File: config.mk
export PLATFORM = sky130hd
export DESIGN_NAME = sdram_bank_tracker
export DESIGN_NICKNAME = d
export VERILOG_FILES = /design/src/rtl/sdram_trk_pkg.sv /design/src/rtl/trk_cmd_decode.sv /design/src/rtl/trk_bank_fsm.sv /design/src/rtl/sdram_bank_tracker.sv
export SDC_FILE = /design/constraint.sdc
export NUM_CORES = 1
export LEC_CHECK = 0
export ABC_AREA = 0
export BUFFER_PORTS_ARGS = -buffer_cell sky130_fd_sc_hd__buf_2
export CAP_MARGIN = 10
export CORE_ASPECT_RATIO = 0.5
export CORE_UTILIZATION = 58
export CTS_BUF_LIST = sky130_fd_sc_hd__clkbuf_2
export DETAILED_ROUTE_END_ITERATION = 12
export GPL_TIMING_DRIVEN = 0
export PLACE_DENSITY = 0.88
export RECOVER_POWER = 50
export SYNTH_ARGS = -nofsm -noshare
export SYNTH_HDL_FRONTEND = slang
export SYNTH_SLANG_ARGS = --single-unit
File: constraint.sdc
create_clock -name clk -period 2.65 [get_ports clk]
set_clock_uncertainty 0.2 [all_clocks]
set_input_delay 0.53 -clock clk [delete_from_list [all_inputs] [get_ports clk]]
set_output_delay 0.53 -clock clk [all_outputs]
set_load 0.03 [all_outputs]
File: src/rtl/sdram_trk_pkg.sv
package sdram_trk_pkg;

    typedef enum logic [2:0] {
        OP_NONE  = 3'd0,
        OP_ACT   = 3'd1,
        OP_READ  = 3'd2,
        OP_WRITE = 3'd3,
        OP_PRE   = 3'd4
    } sdram_op_e;

    typedef enum logic [1:0] {
        BK_IDLE  = 2'd0,
        BK_OPEN  = 2'd1,
        BK_HOLD  = 2'd2,
        BK_PRECH = 2'd3
    } bank_state_e;

    localparam int unsigned MAX_BEATS = 8;
    localparam int unsigned MAX_CL    = 3;

    function automatic logic [3:0] burst_beats(input logic [1:0] code);
        return 4'd1 << code;
    endfunction

endpackage

File: src/rtl/trk_cmd_decode.sv
module trk_cmd_decode
    import sdram_trk_pkg::*;
#(
    parameter int NUM_BANKS = 4,
    parameter int BA_W      = 2,
    parameter int CNT_W     = 4
) (
    input  logic [2:0]           cmd_i,
    input  logic [BA_W-1:0]      ba_i,
    input  logic                 a10_i,
    input  logic [1:0]           cfg_bl_i,
    input  logic [1:0]           cfg_cl_i,
    output logic [NUM_BANKS-1:0] act_o,
    output logic [NUM_BANKS-1:0] rw_o,
    output logic [NUM_BANKS-1:0] pre_o,
    output logic                 ap_o,
    output logic [CNT_W-1:0]     dly_o
);

    logic is_act, is_rd, is_wr, is_pre;
    logic [CNT_W-1:0] beats;

    always_comb begin
        is_act = 1'b0;
        is_rd  = 1'b0;
        is_wr  = 1'b0;
        is_pre = 1'b0;
        unique case (cmd_i)
            OP_ACT:   is_act = 1'b1;
            OP_READ:  is_rd  = 1'b1;
            OP_WRITE: is_wr  = 1'b1;
            OP_PRE:   is_pre = 1'b1;
            default:  ;
        endcase
    end

    // Delay from a read/write to the earliest precharge start
    always_comb begin
        beats = CNT_W'(burst_beats(cfg_bl_i));
        if (is_wr)
            dly_o = beats + CNT_W'(1);
        else
            dly_o = beats + CNT_W'(cfg_cl_i);
    end

    assign ap_o = a10_i;

    for (genvar b = 0; b < NUM_BANKS; b++) begin : g_sel
        logic hit;
        assign hit      = (ba_i == BA_W'(b));
        assign act_o[b] = is_act && hit;
        assign rw_o[b]  = (is_rd || is_wr) && hit;
        assign pre_o[b] = is_pre && (a10_i || hit);
    end

endmodule

File: src/rtl/trk_bank_fsm.sv
module trk_bank_fsm
    import sdram_trk_pkg::*;
#(
    parameter int T_RAS = 5,
    parameter int T_RP  = 3,
    parameter int CNT_W = 4
) (
    input  logic             clk,
    input  logic             rst_n,
    input  logic             act_i,
    input  logic             rw_i,
    input  logic             ap_i,
    input  logic             pre_i,
    input  logic [CNT_W-1:0] dly_i,
    output logic             idle_o,
    output logic             may_o,
    output logic             active_o,
    output logic             tras_met_o
);

    localparam logic [CNT_W-1:0] TRAS_LD = CNT_W'(T_RAS - 1);
    localparam logic [CNT_W-1:0] RP_LD   = CNT_W'(T_RP - 1);

    bank_state_e      st_q, st_d;
    logic [CNT_W-1:0] tras_q, tras_d;
    logic [CNT_W-1:0] wait_q, wait_d;
    logic [CNT_W-1:0] rp_q, rp_d;
    logic             tras_zero;

    assign tras_zero = (tras_q == '0);

    // State register
    always_ff @(posedge clk or negedge rst_n) begin
        if (!rst_n) begin
            st_q   <= BK_IDLE;
            tras_q <= '0;
            wait_q <= '0;
            rp_q   <= '0;
        end else begin
            st_q   <= st_d;
            tras_q <= tras_d;
            wait_q <= wait_d;
            rp_q   <= rp_d;
        end
    end

    // Next state
    always_comb begin
        st_d   = st_q;
        tras_d = tras_zero ? '0 : tras_q - 1'b1;
        wait_d = wait_q;
        rp_d   = rp_q;
        unique case (st_q)
            BK_IDLE: begin
                if (act_i) begin
                    st_d   = BK_OPEN;
                    tras_d = TRAS_LD;
                end
            end
            BK_OPEN: begin
                if (pre_i) begin
                    if (tras_zero) begin
                        st_d = BK_PRECH;
                        rp_d = RP_LD;
                    end else begin
                        st_d   = BK_HOLD;
                        wait_d = '0;
                    end
                end else if (rw_i && ap_i) begin
                    st_d   = BK_HOLD;
                    wait_d = dly_i - 1'b1;
                end
            end
            BK_HOLD: begin
                if (wait_q == '0 && tras_zero) begin
                    st_d = BK_PRECH;
                    rp_d = RP_LD;
                end else if (wait_q != '0) begin
                    wait_d = wait_q - 1'b1;
                end
            end
            BK_PRECH: begin
                if (rp_q == '0)
                    st_d = BK_IDLE;
                else
                    rp_d = rp_q - 1'b1;
            end
        endcase
    end

    // Outputs
    always_comb begin
        idle_o   = 1'b0;
        may_o    = 1'b0;
        active_o = 1'b0;
        unique case (st_q)
            BK_IDLE:  begin idle_o = 1'b1; may_o = 1'b1; end
            BK_OPEN:  begin may_o = 1'b1; active_o = 1'b1; end
            BK_HOLD:  ;
            BK_PRECH: ;
        endcase
    end

    assign tras_met_o = tras_zero;

    AST_OPEN_FROM_ACT: assert property (@(posedge clk) disable iff (!rst_n)
        (st_q == BK_OPEN && $past(st_q) != BK_OPEN) |-> ($past(st_q) == BK_IDLE && $past(act_i)));

    AST_TRAS_BEFORE_PRE: assert property (@(posedge clk) disable iff (!rst_n)
        $rose(st_q == BK_PRECH) |-> ($past(tras_q) == '0));

    AST_IDLE_AFTER_PRECH: assert property (@(posedge clk) disable iff (!rst_n)
        (st_q == BK_IDLE && $past(st_q) != BK_IDLE) |-> ($past(st_q) == BK_PRECH));

    AST_HOLD_LOCKED: assert property (@(posedge clk) disable iff (!rst_n)
        (st_q == BK_HOLD) |=> (st_q == BK_HOLD || st_q == BK_PRECH));

    AST_AP_DELAY: assert property (@(posedge clk) disable iff (!rst_n)
        (st_q == BK_OPEN && rw_i && ap_i) |-> (dly_i != '0));

endmodule

File: src/rtl/sdram_bank_tracker.sv
module sdram_bank_tracker
    import sdram_trk_pkg::*;
#(
    parameter int NUM_BANKS = 4,
    parameter int T_RAS     = 5,
    parameter int T_RP      = 3
) (
    input  logic                         clk,
    input  logic                         rst_n,
    input  logic [2:0]                   cmd_i,
    input  logic [$clog2(NUM_BANKS)-1:0] ba_i,
    input  logic                         a10_i,
    input  logic [1:0]                   cfg_bl_i,
    input  logic [1:0]                   cfg_cl_i,
    output logic [NUM_BANKS-1:0]         bank_idle_o,
    output logic [NUM_BANKS-1:0]         bank_may_o,
    output logic                         all_idle_o,
    output logic                         prea_ok_o
);

    localparam int BA_W    = $clog2(NUM_BANKS);
    localparam int DLY_MAX = MAX_BEATS + MAX_CL + 1;
    localparam int T_MAX   = (T_RAS > T_RP) ? T_RAS : T_RP;
    localparam int CNT_MAX = (T_MAX > DLY_MAX) ? T_MAX : DLY_MAX;
    localparam int CNT_W   = $clog2(CNT_MAX + 1);

    logic [NUM_BANKS-1:0] act_v, rw_v, pre_v;
    logic [NUM_BANKS-1:0] bank_active, bank_tras_met;
    logic                 ap;
    logic [CNT_W-1:0]     dly;

    trk_cmd_decode #(
        .NUM_BANKS (NUM_BANKS),
        .BA_W      (BA_W),
        .CNT_W     (CNT_W)
    ) u_decode (
        .cmd_i    (cmd_i),
        .ba_i     (ba_i),
        .a10_i    (a10_i),
        .cfg_bl_i (cfg_bl_i),
        .cfg_cl_i (cfg_cl_i),
        .act_o    (act_v),
        .rw_o     (rw_v),
        .pre_o    (pre_v),
        .ap_o     (ap),
        .dly_o    (dly)
    );

    for (genvar b = 0; b < NUM_BANKS; b++) begin : g_bank
        trk_bank_fsm #(
            .T_RAS (T_RAS),
            .T_RP  (T_RP),
            .CNT_W (CNT_W)
        ) u_bank (
            .clk        (clk),
            .rst_n      (rst_n),
            .act_i      (act_v[b]),
            .rw_i       (rw_v[b]),
            .ap_i       (ap),
            .pre_i      (pre_v[b]),
            .dly_i      (dly),
            .idle_o     (bank_idle_o[b]),
            .may_o      (bank_may_o[b]),
            .active_o   (bank_active[b]),
            .tras_met_o (bank_tras_met[b])
        );
    end

    assign all_idle_o = &bank_idle_o;
    assign prea_ok_o  = &(~bank_active | bank_tras_met);

    AST_PREA_CLOSES_ALL: assert property (@(posedge clk) disable iff (!rst_n)
        (cmd_i == OP_PRE && a10_i && prea_ok_o) |=> (bank_active == '0));

endmodule

Yosys cells after proc, flatten, opt, wreduce, memory -nomap -nowiden
Cells that the tools add are included.
{"block": "classes", "n_reduce_logical": 72, "shift": 1, "muxes": 101, "bitwise_logic": 2, "n_eq_ne": 59, "addsub": 15}
{"operator": "two-way mux 4 bit", "count": 49}
{"operator": "subtractor 4 x 1 -> 4 bit, second input constant", "count": 13}
{"operator": "zero test 4 bit", "count": 12}
{"operator": "inequality test 2 x 1 -> 1 bit, second input constant", "count": 24}
{"operator": "one-hot mux 4 bit (3 select lines)", "count": 4}
{"operator": "two-way mux 2 bit", "count": 20}
{"operator": "AND reduction 5 bit", "count": 8}
{"operator": "one-hot mux 2 bit (4 select lines)", "count": 4}
{"operator": "one-hot mux 4 bit (2 select lines)", "count": 4}
{"operator": "AND reduction 4 bit", "count": 6}
{"operator": "equality test 2 bit, second input constant", "count": 10}
{"operator": "logical AND 1 bit", "count": 20}
{"operator": "two-way mux 1 bit", "count": 20}
{"operator": "inequality test 2 bit, second input constant", "count": 8}
{"operator": "nonzero test 4 bit", "count": 4}
{"operator": "inequality test 3 x 1 -> 1 bit, second input constant", "count": 4}
{"operator": "inequality test 3 bit, second input constant", "count": 4}
{"operator": "nonzero test 3 bit", "count": 4}
{"operator": "equality test 2 x 1 -> 1 bit, second input constant", "count": 5}
{"operator": "zero test 2 bit", "count": 5}
{"operator": "nonzero test 2 bit", "count": 4}
{"operator": "OR reduction 2 bit", "count": 4}
{"operator": "equality test 3 x 2 -> 1 bit, second input constant", "count": 2}
{"operator": "logical OR 1 bit", "count": 5}
{"operator": "other kinds (7)", "count": 7}
{"block": "totals", "register_bits": 56, "output_inout_bits": 10, "wordCells": 266}

Logic depth before layout (Yosys ltp)
{"block": "logic_depth", "depth_word": 8, "mapped_depth": 11}

Cells and area by module
A second synthesis with hierarchy kept.
{"block": "hier_totals", "hier_cells": 470, "hier_area_um2": 4246.6}
{"mod": "trk_bank_fsm at g_bank[0].u_bank ...", "seq_area_each_um2": 350.3, "cells_each": 108, "area_per_inst_um2": 989.7, "instances": 3}
{"mod": "trk_bank_fsm at g_bank[3].u_bank", "seq_area_each_um2": 350.3, "cells_each": 107, "area_per_inst_um2": 1003.5, "instances": 1}
{"mod": "trk_cmd_decode", "seq_area_each_um2": 0.0, "cells_each": 33, "area_per_inst_um2": 215.2, "instances": 1}
{"mod": "sdram_bank_tracker", "seq_area_each_um2": 0.0, "cells_each": 6, "area_per_inst_um2": 58.8, "instances": 1}

Worst setup path after synthesis
Ideal clock, no wire load.
{"block": "synth_path", "path_kind": "input to register", "from": "input cmd_i[2]", "to": "register g_bank[3].u_bank.wait_q[2]", "stages": 10, "required_ps": 2326, "path_slack_ps": -232, "path_buffers": 0, "t_arrival_ps": 2558, "cell_sequence": "and2b_2 > a21o_1 > ha_1 > fa_1 > inv_1 > ha_1 > xnor2_1 > xnor2_1 > nor4b_1 > a211o_2"}
{"block": "synth_via", "elab_chain_len": 7}
{"item": "start: declaration", "line": "sdram_bank_tracker.sv:10", "text": "input logic [2:0] cmd_i,"}
{"item": "equality test 3 x 2 -> 1 bit", "line": "trk_cmd_decode.sv:28", "text": "unique case (cmd_i)"}
{"item": "two-way mux 1 bit", "line": "trk_cmd_decode.sv:28"}
{"item": "two-way mux 4 bit or logical OR 1 bit (tied branches)", "line": "trk_cmd_decode.sv:40, trk_cmd_decode.sv:52"}
{"item": "subtractor 4 x 1 -> 4 bit or logical AND 1 bit (tied branches)", "line": "trk_bank_fsm.sv:71, trk_cmd_decode.sv:52"}
{"item": "two-way mux 4 bit or logical AND 1 bit (tied branches)", "line": "trk_bank_fsm.sv:69", "text": "end else if (rw_i && ap_i) begin"}
{"item": "two-way mux 4 bit or inequality test 3 x 1 -> 1 bit (tied branches)"}
{"item": "one-hot mux 4 bit (2 select lines) or AND reduction 5 bit (tied branches)"}
{"item": "end signal: assignment", "line": "trk_bank_fsm.sv:42", "text": "wait_q <= wait_d;"}
{"item": "end: declaration", "line": "trk_bank_fsm.sv:26", "text": "logic [CNT_W-1:0] wait_q, wait_d;"}
Parallel ways exist; a longest one is shown, timed or not. The select of a mux whose other input is x is not followed.
A chain may end at the register's enable or synchronous reset.

Worst setup path in the final report
{"block": "layout_path", "from": "register g_bank[0].u_bank.st_q[0]", "to": "output prea_ok_o"}
{"block": "layout_via", "elab_chain_len": 5}
{"item": "start: declaration", "line": "trk_bank_fsm.sv:24", "text": "bank_state_e st_q, st_d;"}
{"item": "start signal: assignment", "line": "trk_bank_fsm.sv:40", "text": "st_q <= st_d;"}
{"item": "equality test 2 x 1 -> 1 bit", "line": "trk_bank_fsm.sv:96", "text": "unique case (st_q)"}
{"item": "two-way mux 1 bit", "line": "trk_bank_fsm.sv:96"}
{"item": "inverter 4 bit", "line": "sdram_bank_tracker.sv:70", "text": "assign prea_ok_o = &(~bank_active | bank_tras_met);"}
{"item": "OR 4 bit", "line": "sdram_bank_tracker.sv:70"}
{"item": "AND reduction 4 bit", "line": "sdram_bank_tracker.sv:70"}
{"item": "end: declaration", "line": "sdram_bank_tracker.sv:18", "text": "output logic prea_ok_o"}
No other way between the ends.

==> run summary <==
* **result of the run** finished, violations left
* **violated checks** max-capacitance violations, max-slew violations, negative setup slack
* **Max stage delay cell, worst path** sky130_fd_sc_hd__dfrtp_1
* **placed cell count** 538
* **Max Fclk** 0.374 GHz
* **logic gate share of total power** 0.666
* **total of buffers placed on input and output ports** 21
* **number of detailed-route iterations in the first pass** 4
* **largest area contributor in the synthesized netlist** sky130_fd_sc_hd__dfrtp_1
* **hold path cells** 4
* **number of sinks driven by the clock tree** 56
* **clock slew seen by the registers of the worst setup and hold paths** 0.28 ns
* **final cell count without fillers** 568
* **number of antenna violations at the first check in global routing** 0
* **total of warnings raised by yosys** 0
* **x dimension of the die** 120 um
* **antenna diode count** 0
* **Cell Area, Synth** 0.00403 sq mm
* **clock tree buffer depth** 2
* **cts bufs inserted** 5
* **leakage power** 2.09 nW
* **area fraction of the dominant cell type after synthesis** 0.348
* **crit path setup slack, layout** -0.0237 ns
* **total core area** 0.00670 sq mm
* **top-level port count** 22
* **worst min path class** primary input to flop
* **final cell area excluding filler cells** 0.00462 sq mm
* **latest clock arrival within the worst-skew pair** 0.45 ns
* **global-route total usage across every layer** 0.232
* **layout cell share with drive strength beyond 1** 0.239
* **worst r2r dst** g_bank[1].u_bank.wait_q[3]
* **Final Setup Violations** 1
* **peak supply drop** 0.528 mV
* **Crit path max-delay family** flip-flops
* **mean routed wirelength per cell** 15.0 um
* **antenna viol nets, final** 0
* **buffer cell driving the clock tree root** sky130_fd_sc_hd__clkbuf_2
* **Cell Pwr Density** 1150 mW/mm^2
* **GRT busiest layer** met2
* **Critical path origin** g_bank[0].u_bank.st_q[0]
* **portion of total power attributed to sequential cells** 0.270
* **total stage count of the critical path** 5
* **number of placement rows** 21
* **Final Core Density** 0.689
* **Max transition margin** -0.0600
* **worst-margin pin slew** 1.59 ns
* **pin count of the biggest net entering global routing** 31
* **Total Nets Final** 522
* **share of total power consumed by net switching** 0.463
* **register-to-register setup slack** 0.19 ns
* **Worst Setup EP** prea_ok_o
* **P_int** 2.84 mW
* **half-perimeter wire length of the detailed placement result** 6040 um
* **Critical R2R Launch** g_bank[1].u_bank.tras_q[0]
* **mean number of vias per cell** 5.99
* **number of enable-type register cells in the synthesized netlist** 0
* **minimum clock period** 2.67 ns
* **critical-path cell list** ha_1 -> inv_1 -> o22ai_1 -> a211oi_2 -> buf_4
* **Crit. End Element** output port
* **DRC violation count after routing** 0
* **largest cells by area after synthesis** sky130_fd_sc_hd__dfrtp_1 35%, sky130_fd_sc_hd__ha_1 11%, sky130_fd_sc_hd__inv_1 3.8%
* **vias in the first global route** 2961
* **post-synthesis sequential area ratio** 0.348
* **count of different cell masters after synthesis** 76
* **Final period util** 1.01
* **Post-synth top flop** sky130_fd_sc_hd__dfrtp_1
* **global-route track usage on met3** 0.0489
* **max-cap violation count** 1
* **Buf/Inv on CP** 2
* **Critical Path Start Type** flop
* **met1 Resource Use GR** 0.301
* **Total Wirelength** 8540 um
* **required time at the endpoint of the critical path** 1.92 ns
* **CTS tree** yes
* **grt met2 use** 0.401
* **Clk pwr share** 0.065
* **count of vias placed by the detailed router** 3405
* **Final Hold Vio Count** 0
* **total die area** 0.00731 sq mm
* **flop and latch count out of synthesis** 56
* **setup repair after global routing missed its margin** true
* **Cells after Synth** 424
* **H-Tree Depth** 2
* **kind of critical path** flop to output port
* **delay contributed by the slowest stage of the critical path** 0.51 ns
* **initial cell density of the core** 0.602
* **total nets after synthesis** 471
* **Iter 0 DRT Violations** 261
* **number of cells on the worst reg-to-reg path** 6
* **area growth from synthesis to final layout** 14.5%
* **placer's final routability congestion estimate** 0.882
* **syn_area_per_cell** 9.51 sq um
* **Pins Over Slew Limit** 27
* **filler cell count in the final layout** 482
* **first-pass GRT wire length** 13400 um
* **total gr overflow** 0
* **worst endpoint data arrival time** 1.94 ns
* **placement-stage cell area** 0.00430 sq mm
* **Synth async-reset ratio** 1.00
* **power spent charging and discharging nets** 2.45 mW
* **chip height** 61.0 um
* **highest fanout seen on the critical path** 5
==> state kept, by name, indices dropped and copies added (netlist names) <==
name / flops
g_bank.u_bank.rp_q: 16
g_bank.u_bank.st_q: 8
g_bank.u_bank.tras_q: 16
g_bank.u_bank.wait_q: 16
==> stage by stage <==
step	setup slack (ns)	hold WS (ns)	setup TNS, ns	power [mW]
global route	-0.119	0.312	-0.139	5.74
detailed placement	-0.504	0.303	-4.07	4.57
floorplan	-0.165	0.0344	-0.505	3.91
global placement	-0.473	0.290	-3.89	4.45
finish	-0.0237	0.270	-0.0237	5.29
CTS	-0.0357	0.303	-0.0357	5.06
==> cells in the mapped netlist (3+ instances only) <==
library cell,count
sky130_fd_sc_hd__nand2_1,23
sky130_fd_sc_hd__nor4b_1,3
sky130_fd_sc_hd__nor4_2,3
sky130_fd_sc_hd__o21ai_1,4
sky130_fd_sc_hd__and3_1,4
sky130_fd_sc_hd__a31oi_1,7
sky130_fd_sc_hd__mux2_2,4
sky130_fd_sc_hd__nor3_1,16
sky130_fd_sc_hd__nor2_1,24
sky130_fd_sc_hd__dfrtp_1,56
sky130_fd_sc_hd__nand2b_1,9
sky130_fd_sc_hd__a21boi_0,5
sky130_fd_sc_hd__nor3b_1,6
sky130_fd_sc_hd__mux2i_1,3
sky130_fd_sc_hd__nor4_1,4
sky130_fd_sc_hd__o211ai_2,3
sky130_fd_sc_hd__o22a_1,3
sky130_fd_sc_hd__o21ai_0,26
sky130_fd_sc_hd__or2_2,4
sky130_fd_sc_hd__nor2b_1,6
sky130_fd_sc_hd__o31ai_1,9
sky130_fd_sc_hd__nand3_1,12
sky130_fd_sc_hd__clkbuf_1,4
sky130_fd_sc_hd__inv_1,41
sky130_fd_sc_hd__or3_1,3
sky130_fd_sc_hd__a211oi_1,3
sky130_fd_sc_hd__buf_4,9
sky130_fd_sc_hd__a21o_1,3
sky130_fd_sc_hd__o211ai_1,3
sky130_fd_sc_hd__a21oi_1,18
sky130_fd_sc_hd__o2bb2ai_1,5
sky130_fd_sc_hd__a311o_1,3
sky130_fd_sc_hd__a2bb2oi_1,3
sky130_fd_sc_hd__ha_1,34
sky130_fd_sc_hd__nand3b_1,11
==> cells by family (layout without fill, tap and decap cells) <==
| kind of cell | count (synthesis) | in the layout | synth area share |
|---|---|---|---|
| buffers and inverters | 56 | 108 | 0.0627 |
| XOR/XNOR | 3 | 3 | 0.00652 |
| adder cells (fa/ha/maj) | 35 | 35 | 0.110 |
| multiplexers | 9 | 9 | 0.0242 |
| AO/OA/AOI/OAI | 122 | 122 | 0.234 |
| AND/OR/NAND/NOR | 143 | 143 | 0.215 |
| flip-flops | 56 | 56 | 0.348 |
==> final cells by class <==
type	instances	area [sq um]	area share
Inverter	41	154	0.0333
Clock inverter	1	3.75	0.000813
Tap cell	92	115	0.0249
Clock buffer	7	35.0	0.00759
Sequential cell	56	1410	0.306
Timing Repair Buffer	44	303	0.0656
Multi-Input combinational cell	312	2500	0.541
Buffer	15	98.8	0.0214
==> layer usage <==
layer  part of all wire  up-vias  routed length (um)
li1                   -     1661                   -
met1               0.47     1669                3980
met2               0.48       62                4070
met3              0.046       13                 395
met4              0.011        0                  91
met5                  0        -                   0
==> placed cells by master, fill, tap and decap left out, drive strengths merged, types with 8 or more instances in the layout <==
master	count
a21oi	18
a31oi	8
buf	52
clkbuf	13
dfrtp	56
ha	34
inv	41
nand2	23
nand2b	9
nand3	12
nand3b	11
nor2	24
nor3	17
nor4	8
o21ai	30
o31ai	9
==> tightest hold or removal path, cell delays in order <==
cell	delay, ns
sky130_fd_sc_hd__buf_6	0.10
sky130_fd_sc_hd__nor2_1	0.09
sky130_fd_sc_hd__nand3_1	0.12
sky130_fd_sc_hd__nand3_1	0.08
==> power groups by stage <==
stage	combinational, mW	clock [mW]	sequential [mW]
after floorplan	2.50	0	1.40
after global placement	2.99	0	1.46
after detailed placement	3.10	0	1.47
after CTS	3.30	0.349	1.42
after global routing	3.88	0.378	1.48
final	3.52	0.342	1.43
==> worst min-delay path by stage <==
| stage | start | endpoint | slack [ns] |
|---|---|---|---|
| floorplan | rst_n | g_bank[0].u_bank.rp_q[0] | 0.03 |
| global placement | g_bank[3].u_bank.rp_q[3] | g_bank[3].u_bank.rp_q[3] | 0.29 |
| detailed placement | g_bank[3].u_bank.rp_q[3] | g_bank[3].u_bank.rp_q[3] | 0.30 |
| CTS | ba_i[1] | g_bank[1].u_bank.tras_q[2] | 0.30 |
| global route | cmd_i[2] | g_bank[1].u_bank.tras_q[2] | 0.31 |
| finish | cmd_i[2] | g_bank[1].u_bank.tras_q[2] | 0.27 |
==> timing repair <==
| action | CTS | global route |
|---|---|---|
| setup endpoints to repair | 6 | 9 |
| buffers inserted | 9 | 12 |
| hold buffers | 1 | 0 |
| pin swaps | 2 | 9 |
| gates resized for setup | 13 | 18 |
| endpoints found under the hold margin | 26 | 0 |
(Power assumes the default switching activity.)
